`config.mk`:
```
export PLATFORM = sky130hd
export DESIGN_NAME = multimode_reload_timer
export DESIGN_NICKNAME = d
export VERILOG_FILES = /design/src/rtl/mrt_pkg.sv /design/src/rtl/mrt_pin_cond.sv /design/src/rtl/mrt_core.sv /design/src/rtl/mrt_rd_mux.sv /design/src/rtl/multimode_reload_timer.sv
export SDC_FILE = /design/constraint.sdc
export NUM_CORES = 1
export LEC_CHECK = 0
export BUFFER_PORTS_ARGS = -buffer_cell sky130_fd_sc_hd__buf_2
export CAP_MARGIN = 20
export CORE_ASPECT_RATIO = 0.7
export CORE_MARGIN = 5
export CORE_UTILIZATION = 45
export CTS_BUF_LIST = sky130_fd_sc_hd__clkbuf_8
export DETAILED_ROUTE_END_ITERATION = 8
export PLACE_DENSITY = 0.64
export SYNTH_ARGS = -nofsm -noshare
export SYNTH_HDL_FRONTEND = slang
export SYNTH_SLANG_ARGS = --single-unit
```
`constraint.sdc`:
```
create_clock -name clk_i -period 1.9 [get_ports clk_i]
set_input_delay 0.19 -clock clk_i [delete_from_list [all_inputs] [get_ports clk_i]]
set_output_delay 0.19 -clock clk_i [all_outputs]
set_load 0.1 [all_outputs]
```
`src/rtl/mrt_pkg.sv`:
```
package mrt_pkg;
    typedef enum logic [1:0] {
        MODE_INTERVAL = 2'd0,
        MODE_EVENT    = 2'd1,
        MODE_PULSE    = 2'd2,
        MODE_SQUARE   = 2'd3
    } mrt_mode_e;
endpackage

```
`src/rtl/mrt_pin_cond.sv`:
```
// Synchroniser, stability filter and rising-edge pulse for the external pin.
module mrt_pin_cond #(
    parameter int FILT_LEN = 2
) (
    input  logic clk_i,
    input  logic rst_ni,
    input  logic pin_i,
    output logic level_o,
    output logic rise_o
);
    localparam int FC_W = $clog2(FILT_LEN + 1);

    typedef struct packed {
        logic [1:0]      sync;
        logic            level;
        logic            rise;
        logic [FC_W-1:0] run;
    } cond_t;

    cond_t cond_d, cond_q;

    always_comb begin
        cond_d      = cond_q;
        cond_d.sync = {cond_q.sync[0], pin_i};
        cond_d.rise = 1'b0;
        if (cond_q.sync[1] != cond_q.level) begin
            if (cond_q.run == FC_W'(FILT_LEN - 1)) begin
                cond_d.level = cond_q.sync[1];
                cond_d.rise  = cond_q.sync[1];
                cond_d.run   = '0;
            end else begin
                cond_d.run = cond_q.run + 1'b1;
            end
        end else begin
            cond_d.run = '0;
        end
    end

    always_ff @(posedge clk_i) begin
        if (!rst_ni) cond_q <= '0;
        else         cond_q <= cond_d;
    end

    assign level_o = cond_q.level;
    assign rise_o  = cond_q.rise;
endmodule

```
`src/rtl/mrt_core.sv`:
```
// Counter, reload register, run state, overflow request and square wave.
module mrt_core
    import mrt_pkg::*;
#(
    parameter int CNT_W = 12
) (
    input  logic             clk_i,
    input  logic             rst_ni,
    input  logic             tick_i,
    input  mrt_mode_e        mode_i,
    input  logic             start_i,
    input  logic             stop_i,
    input  logic             wr_en_i,
    input  logic [CNT_W-1:0] wr_val_i,
    input  logic             ack_i,
    input  logic             ev_level_i,
    input  logic             ev_rise_i,
    output logic [CNT_W-1:0] cnt_o,
    output logic             run_o,
    output logic             flag_o,
    output logic             sq_o
);
    localparam logic [CNT_W-1:0] CNT_MAX = {CNT_W{1'b1}};

    typedef struct packed {
        logic [CNT_W-1:0] cnt;
        logic [CNT_W-1:0] rld;
        logic             run;
        logic             flag;
        logic             sq;
    } core_t;

    core_t core_d, core_q;
    logic  adv_cond, adv, wrap;

    always_comb begin
        unique case (mode_i)
            MODE_EVENT: adv_cond = ev_rise_i;
            MODE_PULSE: adv_cond = tick_i & ev_level_i;
            default:    adv_cond = tick_i;
        endcase
        adv  = core_q.run & ~stop_i & ~start_i & adv_cond;
        wrap = adv & (core_q.cnt == CNT_MAX);
    end

    always_comb begin
        core_d = core_q;
        if (start_i)   core_d.cnt = core_q.rld;
        else if (wrap) core_d.cnt = core_q.rld;
        else if (adv)  core_d.cnt = core_q.cnt + 1'b1;

        if (stop_i)       core_d.run = 1'b0;
        else if (start_i) core_d.run = 1'b1;

        core_d.flag = wrap | (core_q.flag & ~ack_i);
        core_d.sq   = (mode_i == MODE_SQUARE) ? (core_q.sq ^ wrap) : 1'b0;

        if (wr_en_i) core_d.rld = wr_val_i;
    end

    always_ff @(posedge clk_i) begin
        if (!rst_ni) core_q <= '0;
        else         core_q <= core_d;
    end

    assign cnt_o  = core_q.cnt;
    assign run_o  = core_q.run;
    assign flag_o = core_q.flag;
    assign sq_o   = core_q.sq;
endmodule

```
`src/rtl/mrt_rd_mux.sv`:
```
// Nibble read-back of the live count.
module mrt_rd_mux #(
    parameter int NIB_W = 4,
    parameter int NIBS  = 3,
    localparam int SEL_W = (NIBS > 1) ? $clog2(NIBS) : 1
) (
    input  logic [NIBS*NIB_W-1:0] cnt_i,
    input  logic [SEL_W-1:0]      sel_i,
    output logic [NIB_W-1:0]      nib_o
);
    logic [NIB_W-1:0] nib_arr [NIBS];

    for (genvar g = 0; g < NIBS; g++) begin : g_slice
        assign nib_arr[g] = cnt_i[g*NIB_W +: NIB_W];
    end

    always_comb begin
        nib_o = '0;
        for (int i = 0; i < NIBS; i++) begin
            if (sel_i == SEL_W'(i)) nib_o = nib_arr[i];
        end
    end
endmodule

```
`src/rtl/multimode_reload_timer.sv`:
```
module multimode_reload_timer
    import mrt_pkg::*;
#(
    parameter int NIB_W    = 4,
    parameter int FILT_LEN = 2
) (
    input  logic             clk_i,
    input  logic             rst_ni,
    input  logic             tick_i,
    input  logic [1:0]       mode_i,
    input  logic             start_i,
    input  logic             stop_i,
    input  logic             wr_en_i,
    input  logic [NIB_W-1:0] wr_hi_i,
    input  logic [NIB_W-1:0] wr_mid_i,
    input  logic [NIB_W-1:0] wr_lo_i,
    input  logic [1:0]       rd_sel_i,
    output logic [NIB_W-1:0] rd_nib_o,
    input  logic             ext_pin_i,
    output logic             sq_o,
    input  logic             irq_ack_i,
    output logic             ovf_irq_o
);
    localparam int NIBS  = 3;
    localparam int CNT_W = NIBS * NIB_W;

    logic             pin_level, pin_rise, run_w;
    logic [CNT_W-1:0] cnt_w;

    mrt_pin_cond #(.FILT_LEN(FILT_LEN)) u_cond (
        .clk_i   (clk_i),
        .rst_ni  (rst_ni),
        .pin_i   (ext_pin_i),
        .level_o (pin_level),
        .rise_o  (pin_rise)
    );

    mrt_core #(.CNT_W(CNT_W)) u_core (
        .clk_i      (clk_i),
        .rst_ni     (rst_ni),
        .tick_i     (tick_i),
        .mode_i     (mrt_mode_e'(mode_i)),
        .start_i    (start_i),
        .stop_i     (stop_i),
        .wr_en_i    (wr_en_i),
        .wr_val_i   ({wr_hi_i, wr_mid_i, wr_lo_i}),
        .ack_i      (irq_ack_i),
        .ev_level_i (pin_level),
        .ev_rise_i  (pin_rise),
        .cnt_o      (cnt_w),
        .run_o      (run_w),
        .flag_o     (ovf_irq_o),
        .sq_o       (sq_o)
    );

    mrt_rd_mux #(.NIB_W(NIB_W), .NIBS(NIBS)) u_rd (
        .cnt_i (cnt_w),
        .sel_i (rd_sel_i),
        .nib_o (rd_nib_o)
    );
endmodule

```
==> results of run 1 <==
[final timing paths]
path,to,slack (ns)
worst max register to register,u_core.cnt_o[5],0.22
worst min-delay path,u_core.run_o,0.1
worst min register to register,u_cond.cond_q[0],0.43
worst max-delay path,u_core.cnt_o[5],0.22
[sequential cells by signal (all words and copies together), names as in the netlist]
signal          cells
u_cond.cond_d       1
u_cond.cond_q       3
u_cond.level_o      1
u_cond.rise_o       1
u_core.cnt_o       12
u_core.core_q      12
u_core.flag_o       1
u_core.run_o        1
u_core.sq_o         1
[cell type report]
| type | instances | area, µm² |
|---|---|---|
| Inverter | 5 | 18.8 |
| Sequential cell | 33 | 661 |
| Clock inverter | 2 | 35.0 |
| Multi-Input combinational cell | 133 | 957 |
| Timing Repair Buffer | 47 | 280 |
| Clock buffer | 5 | 68.8 |
| Tap cell | 50 | 62.6 |
| Fill cell | 330 | 1500 |
[worst max-delay path, stage by stage, from the launching register on]
cell and delay [ns]:
dfxtp_1 0.49, nand3_1 0.21, nor4b_4 0.32, buf_4 0.18, or3_4 0.13, o22ai_2 0.07
a211oi_2 0.19
[cell usage in the layout, fill, tap and decap left out, types with 5 or more instances in the layout]
cell       n
a21oi_1    6
buf_2     29
buf_4     18
clkbuf_8   5
dfxtp_1   33
ha_1       5
inv_1      5
mux2i_1   18
nand2_1   10
nand3_1    5
nand4_1    6
nor2_1    21
[layer usage]
metal / track usage / share of wire / up-vias
li1: - / - / 756
met1: 0.237 / 0.49 / 708
met2: 0.275 / 0.43 / 62
met3: 0.0575 / 0.070 / 5
met4: 0.0513 / 0.0085 / 0
met5: 0 / 0 / -
[synthesized netlist by cell type, drive strengths merged, types with 3 or more instances]
cell    number  area [µm²]
nand2       10        37.5
dfxtp       33         661
nand3        5        25.0
inv          5        18.8
nor3         5        30.0
nand4        7        50.1
a21oi        8        47.6
xnor2        3        26.3
clkbuf       5        20.0
ha           5        62.6
nor2        21        78.8
a211oi       3        27.5
mux2i       18         180
o21ai        8        40.0
buf          5        50.0
and3         4        26.3
o22ai        4        31.3
or3          4        30.0
[power by group]
part / total [mW] / switching [mW] / leakage, nW / internal, mW
Clock: 0.632 / 0.251 / 0.0540 / 0.381
Combinational: 0.219 / 0.129 / 0.587 / 0.0903
Sequential: 0.752 / 0.0273 / 0.271 / 0.724
[cells by family after synthesis]
logic type	share of synthesized area
compound gates	0.145
xor+xnor	0.0155
fa+ha+maj	0.0370
buf+inv	0.0525
flops	0.391
mux	0.107
simple gates	0.253
[per-stage QoR]
stage	hold WS (ns)	utilization	TNS, ns
floorplan	0.269	-	0
global placement	0.378	0.553	0
detailed placement	0.391	0.553	-0.00651
CTS	0.0856	0.582	0
global route	0.104	0.582	0
finish	0.0950	0.582	0
==> results_dict.tcl, run 1 <==
set metrics [dict create \
    postSynth.asyncResetShare 0 \
    dr.pass1.iters 4 \
    die_h_um 61.3 \
    ys_warn_count 0 \
    hold_viol_final 0 \
    rows 18 \
    reg2reg_depth 6 \
    start_util 0.472 \
    fmax_ghz 0.595 \
    whs_path_depth 2 \
    outcome "complete, no violations" \
    fin_cells 275 \
    drtIter0Drc 190 \
    io_pins 30 \
    dieArea_um2 5100 \
    placed_area_um2 1980 \
    yosys_most_used_dff "dfxtp_1" \
    route.detailed.drc 0 \
    powerDensity_nw_per_um2 770 \
    clk_pin_slew_ns 0.07 \
    nets 254 \
    holdBufCountCts 0 \
    synth.distinct_cells 48 \
    end_kind "flop" \
    cts_setup_buffers 0 \
    dp_hpwl_mm 3.28 \
    synth_area_um2 1690 \
    min_path_type "input port to flop" \
    vias_per_cell 5.57 \
    grt_max_degree 23 \
    final_cell_area_um2 2080 \
    root_buffer "clkbuf_8" \
    drv_slew 0 \
    antenna_found_initial 0 \
    cap_violations 0 \
    syn_area_per_cell_um2 9.35 \
    synth-seq-cells 33 \
    design.core.area_um2 3580 \
    dp_slack_ns -0.00651 \
    cp.required_ns 2.11 \
    synth_cells 181 \
    cts_resized 0 \
    p_total_mw 1.60 \
    rsz0062_at_grt "false" \
    antenna_cells 0 \
    crit_path_start_kind "flop" \
    drive_gt1_frac 0.316 \
    drtAntennaViolNets 0 \
    syn-num-nets 210 \
    wirelength_mm 4.22 \
    timing.rr.start "u_core.cnt_o[2]" \
    fin_ws_ns 0.219 \
    post-route-min-period_ns 1.68 \
    p_leak_nw 0.912 \
    via_count 1531 \
    fin_worst_skew_ns 0.00231 \
    cp_max_fo 8 \
    ir_worst_vdd_mv 0.431 \
    wire_per_inst_um 15.3 \
    gr-total-overflow 0 \
    tightest_slew_ns 0.491 \
    cts_buffers 5 \
    grt_first_pass_wirelength_mm 7.04 \
    die_w_um 83.3 \
    final-setup-viol-count 0 \
    grt_pass1_vias 1493 \
    cts_tree "done" \
    place.gp.congestion 0.933 \
    startpoint "u_core.cnt_o[2]" \
    hold_start "stop_i" \
    htreeDepth 2 \
    cp_data_arrival_time_ns 1.89 \
    ys_seq_area_frac 0.391 \
    synth-edff-count 0 \
    fin_crit_sh 0.884 \
    clock_sinks 33 \
    port_buffers 29 \
    clock_path_buffers 2 \
    clkLatencyLatePin_ns 0.28 \
    area_delta_synth_final_pct 23.2 \
    path_class "flop to flop" \
    gr-usage-all-layers 0.176 \
    dp_cells 268 \
    slew_headroom 0.675 \
]
Note: power is estimated with default switching activity, not from simulation.
==> inputs of run 2 (changes only) <==
--- a/config.mk
+++ b/config.mk
@@ -5,6 +5,8 @@
 export SDC_FILE = /design/constraint.sdc
 export NUM_CORES = 1
 export LEC_CHECK = 0
+export ABC_AREA = 1
+export ABC_CLOCK_PERIOD_IN_PS = 1900
 export BUFFER_PORTS_ARGS = -buffer_cell sky130_fd_sc_hd__buf_2
 export CAP_MARGIN = 20
 export CORE_ASPECT_RATIO = 0.7
==> run 2 against run 1 <==
Combinational power increased by 16%. Flip-flop and latch count unchanged. Register-to-register slack about the same. Clock skew increased by 0.0013 ns. Hold slack got worse by 0.0066 ns. Routed wire length increased by 2.9%. Utilization decreased by 3.1 points. Synthesized area increased by 5.0%. First-iteration DRC count decreased by 59%. Synthesized cell count increased by 41%. Sequential power increased by 0.9%. Worst setup slack got worse by 0.0095 ns. Largest power group unchanged.
==> results_dict.tcl, run 2 <==
set metrics [dict create \
    crit_path_start_kind "flop" \
    wire_per_inst_um 12.7 \
    synth_cells 255 \
    clockPowerShare 0.389 \
    clock_path_buffers 2 \
    fillerInstances 387 \
    synth_area_um2 1780 \
    holdBufCountCts 0 \
    synth.distinct_cells 29 \
    synth.area.mux_share 0 \
    yosys_most_used_dff "dfxtp_1" \
    timing.rr.start "u_core.cnt_o[1]" \
    fin_cells 343 \
    mostFrequentLayoutCells "nand2_1, nand3_1, dfxtp_1" \
    cts_resized 0 \
    startpoint "u_core.cnt_o[8]" \
    dr_wl_met3_um 282 \
    nets 320 \
    cts_buffers 5 \
    gr-total-overflow 0 \
    cts_setup_buffers 0 \
    port_buffers 29 \
    drive_gt1_frac 0.203 \
    antenna_found_initial 0 \
    hold_start "ext_pin_i" \
    cp_max_fo 4 \
    ys_warn_count 0 \
    start_util 0.458 \
    ir_worst_vdd_mv 0.454 \
    clkLatencyLatePin_ns 0.29 \
    p_switching_mw 0.459 \
    dp_hpwl_mm 3.24 \
    top_layer_used "met4" \
    grt_max_degree 23 \
    rsz0062_at_grt "false" \
    route.detailed.drc 0 \
    grt_first_pass_wirelength_mm 7.49 \
    crit_slowest_cell "buf_2" \
    synth_top_family_by_area "simple AND/OR/NAND/NOR gates" \
    syn_area_per_cell_um2 6.96 \
    path_buf_inv 2 \
    fin_crit_sh 0.890 \
    area_delta_synth_final_pct 20.2 \
    wl_met1_mm 2.34 \
    design.core.area_um2 3870 \
    yosysMostFrequentCell "nand2_1" \
    synth.area.top_cells "dfxtp_1, nand2_1, nand3_1" \
    post-route-min-period_ns 1.69 \
    root_buffer "clkbuf_8" \
    synth_common_cells "nand2_1, nand3_1, dfxtp_1" \
    yosys.area_share.simple 0.318 \
    rows 19 \
    clk_pin_slew_ns 0.07 \
    antenna_cells 0 \
    end_kind "primary output" \
    fin_worst_skew_ns 0.00362 \
    p_leak_nw 0.950 \
    p_int_mw 1.20 \
    crit_family "buffers and inverters" \
    ys_seq_area_frac 0.372 \
    outcome "complete, no violations" \
    final-setup-viol-count 0 \
    placed_area_um2 2030 \
    postSynth.asyncResetShare 0 \
    powerDensity_nw_per_um2 777 \
    fmax_ghz 0.592 \
    synth_compound_area_frac 0.154 \
    die_w_um 85.1 \
    p_sw_frac 0.277 \
    slew_headroom 0.682 \
    vias_per_cell 4.94 \
    wirelength_mm 4.34 \
    dp_cells 336 \
    die_h_um 62.6 \
    clock_sinks 33 \
    cap_violations 0 \
    gr-usage-all-layers 0.175 \
    synth-edff-count 0 \
    dr.pass1.iters 4 \
    via_count 1693 \
    drtAntennaViolNets 0 \
    power_frac_seq 0.458 \
    drtIter0Drc 77 \
    tightest_slew_ns 0.476 \
    synth-seq-cells 33 \
    min_path_type "input port to flop" \
    cpPeakStageDelay_ns 0.47 \
    syn-num-nets 284 \
    final_common_cell "nand2_1" \
    combPwrFrac 0.153 \
    path_class "flop to primary output" \
    htreeDepth 2 \
    dieArea_um2 5320 \
    final_cell_area_um2 2130 \
    wl_met2_mm 1.68 \
    drv_slew 0 \
    cp.required_ns 1.71 \
    hold_viol_final 0 \
    grt_pass1_vias 1537 \
    io_pins 30 \
    synth_xor_area_frac 0.0247 \
    synth.top_cell.area_share 0.372 \
    synthAdderAreaFrac 0.0352 \
    path_cells "inv_1 > o311ai_2 > buf_2" \
    cp_data_arrival_time_ns 1.50 \
    place.gp.congestion 0.853 \
    synth_area_leader_cell "dfxtp_1" \
    cts_tree "done" \
]
==> run 2: cell count changes after synthesis, sizes merged, moves of 7 or more <==
cell	previous run	this run
nor2	21	28
o21ai	8	17
a21oi	8	21
mux2i	18	0
nand2	10	54
nand3	5	36
inv	5	32
==> run 2: kinds of logic (layout without fill, tap and decap cells) <==
group / count (synthesis) / after routing
and+or+nand+nor: 123 / 123
AOI/OAI and AO/OA: 47 / 47
buffers and inverters: 42 / 78
DFF: 33 / 33
adders and majority gates: 5 / 5
xor gates and xnor gates: 5 / 5
==> run 2: final timing paths <==
check,to,slack (ns),cells past startpoint
max,rd_nib_o[0],0.21,3
min,u_cond.cond_d[5],0.09,3
max reg2reg,u_core.cnt_o[5],0.22,11
min reg2reg,u_cond.cond_q[0],0.43,1
==> run 2: through the flow <==
stage | utilization | total power [mW] | setup WS, ns | TNS [ns] | hold slack, ns
5_1_grt | 0.551 | 1.74 | 0.0200 | 0 | 0.0806
6_report | 0.551 | 1.66 | 0.210 | 0 | 0.0884
4_1_cts | 0.551 | 1.66 | 0.189 | 0 | 0.0848
3_5_place_dp | 0.524 | 1.03 | 0.133 | 0 | 0.381
2_1_floorplan | - | 0.947 | -0.116 | -0.466 | 0.268
3_3_place_gp | 0.524 | 1.02 | 0.183 | 0 | 0.378
==> run 2: worst min-delay path, cell delays in order <==
cell	delay [ns]
buf_2	0.08
nand2_1	0.04
inv_1	0.04
==> run 2: metal layers <==
metal | vias to the layer above | GRT usage
met1 | 728 | 0.272
met3 | 5 | 0.0487
met2 | 51 | 0.229
met5 | - | 0
met4 | 0 | 0.0514
li1 | 909 | -
==> run 2: cell type report <==
class	count	area [µm²]	share of cell area
timing repair buffer	36	198	0.0927
inverter	35	131	0.0616
multi-input combinational	180	975	0.457
tap	52	65.1	0.0305
clock buffer	5	68.8	0.0323
sequential	33	661	0.310
clock inverter	2	35.0	0.0164
==> run 2: power groups by stage <==
stage	logic [mW]	registers, mW	clock network [mW]
2_1_floorplan	0.181	0.766	0
3_3_place_gp	0.252	0.773	0
3_5_place_dp	0.253	0.773	0
4_1_cts	0.255	0.757	0.651
5_1_grt	0.286	0.763	0.693
6_report	0.254	0.759	0.645
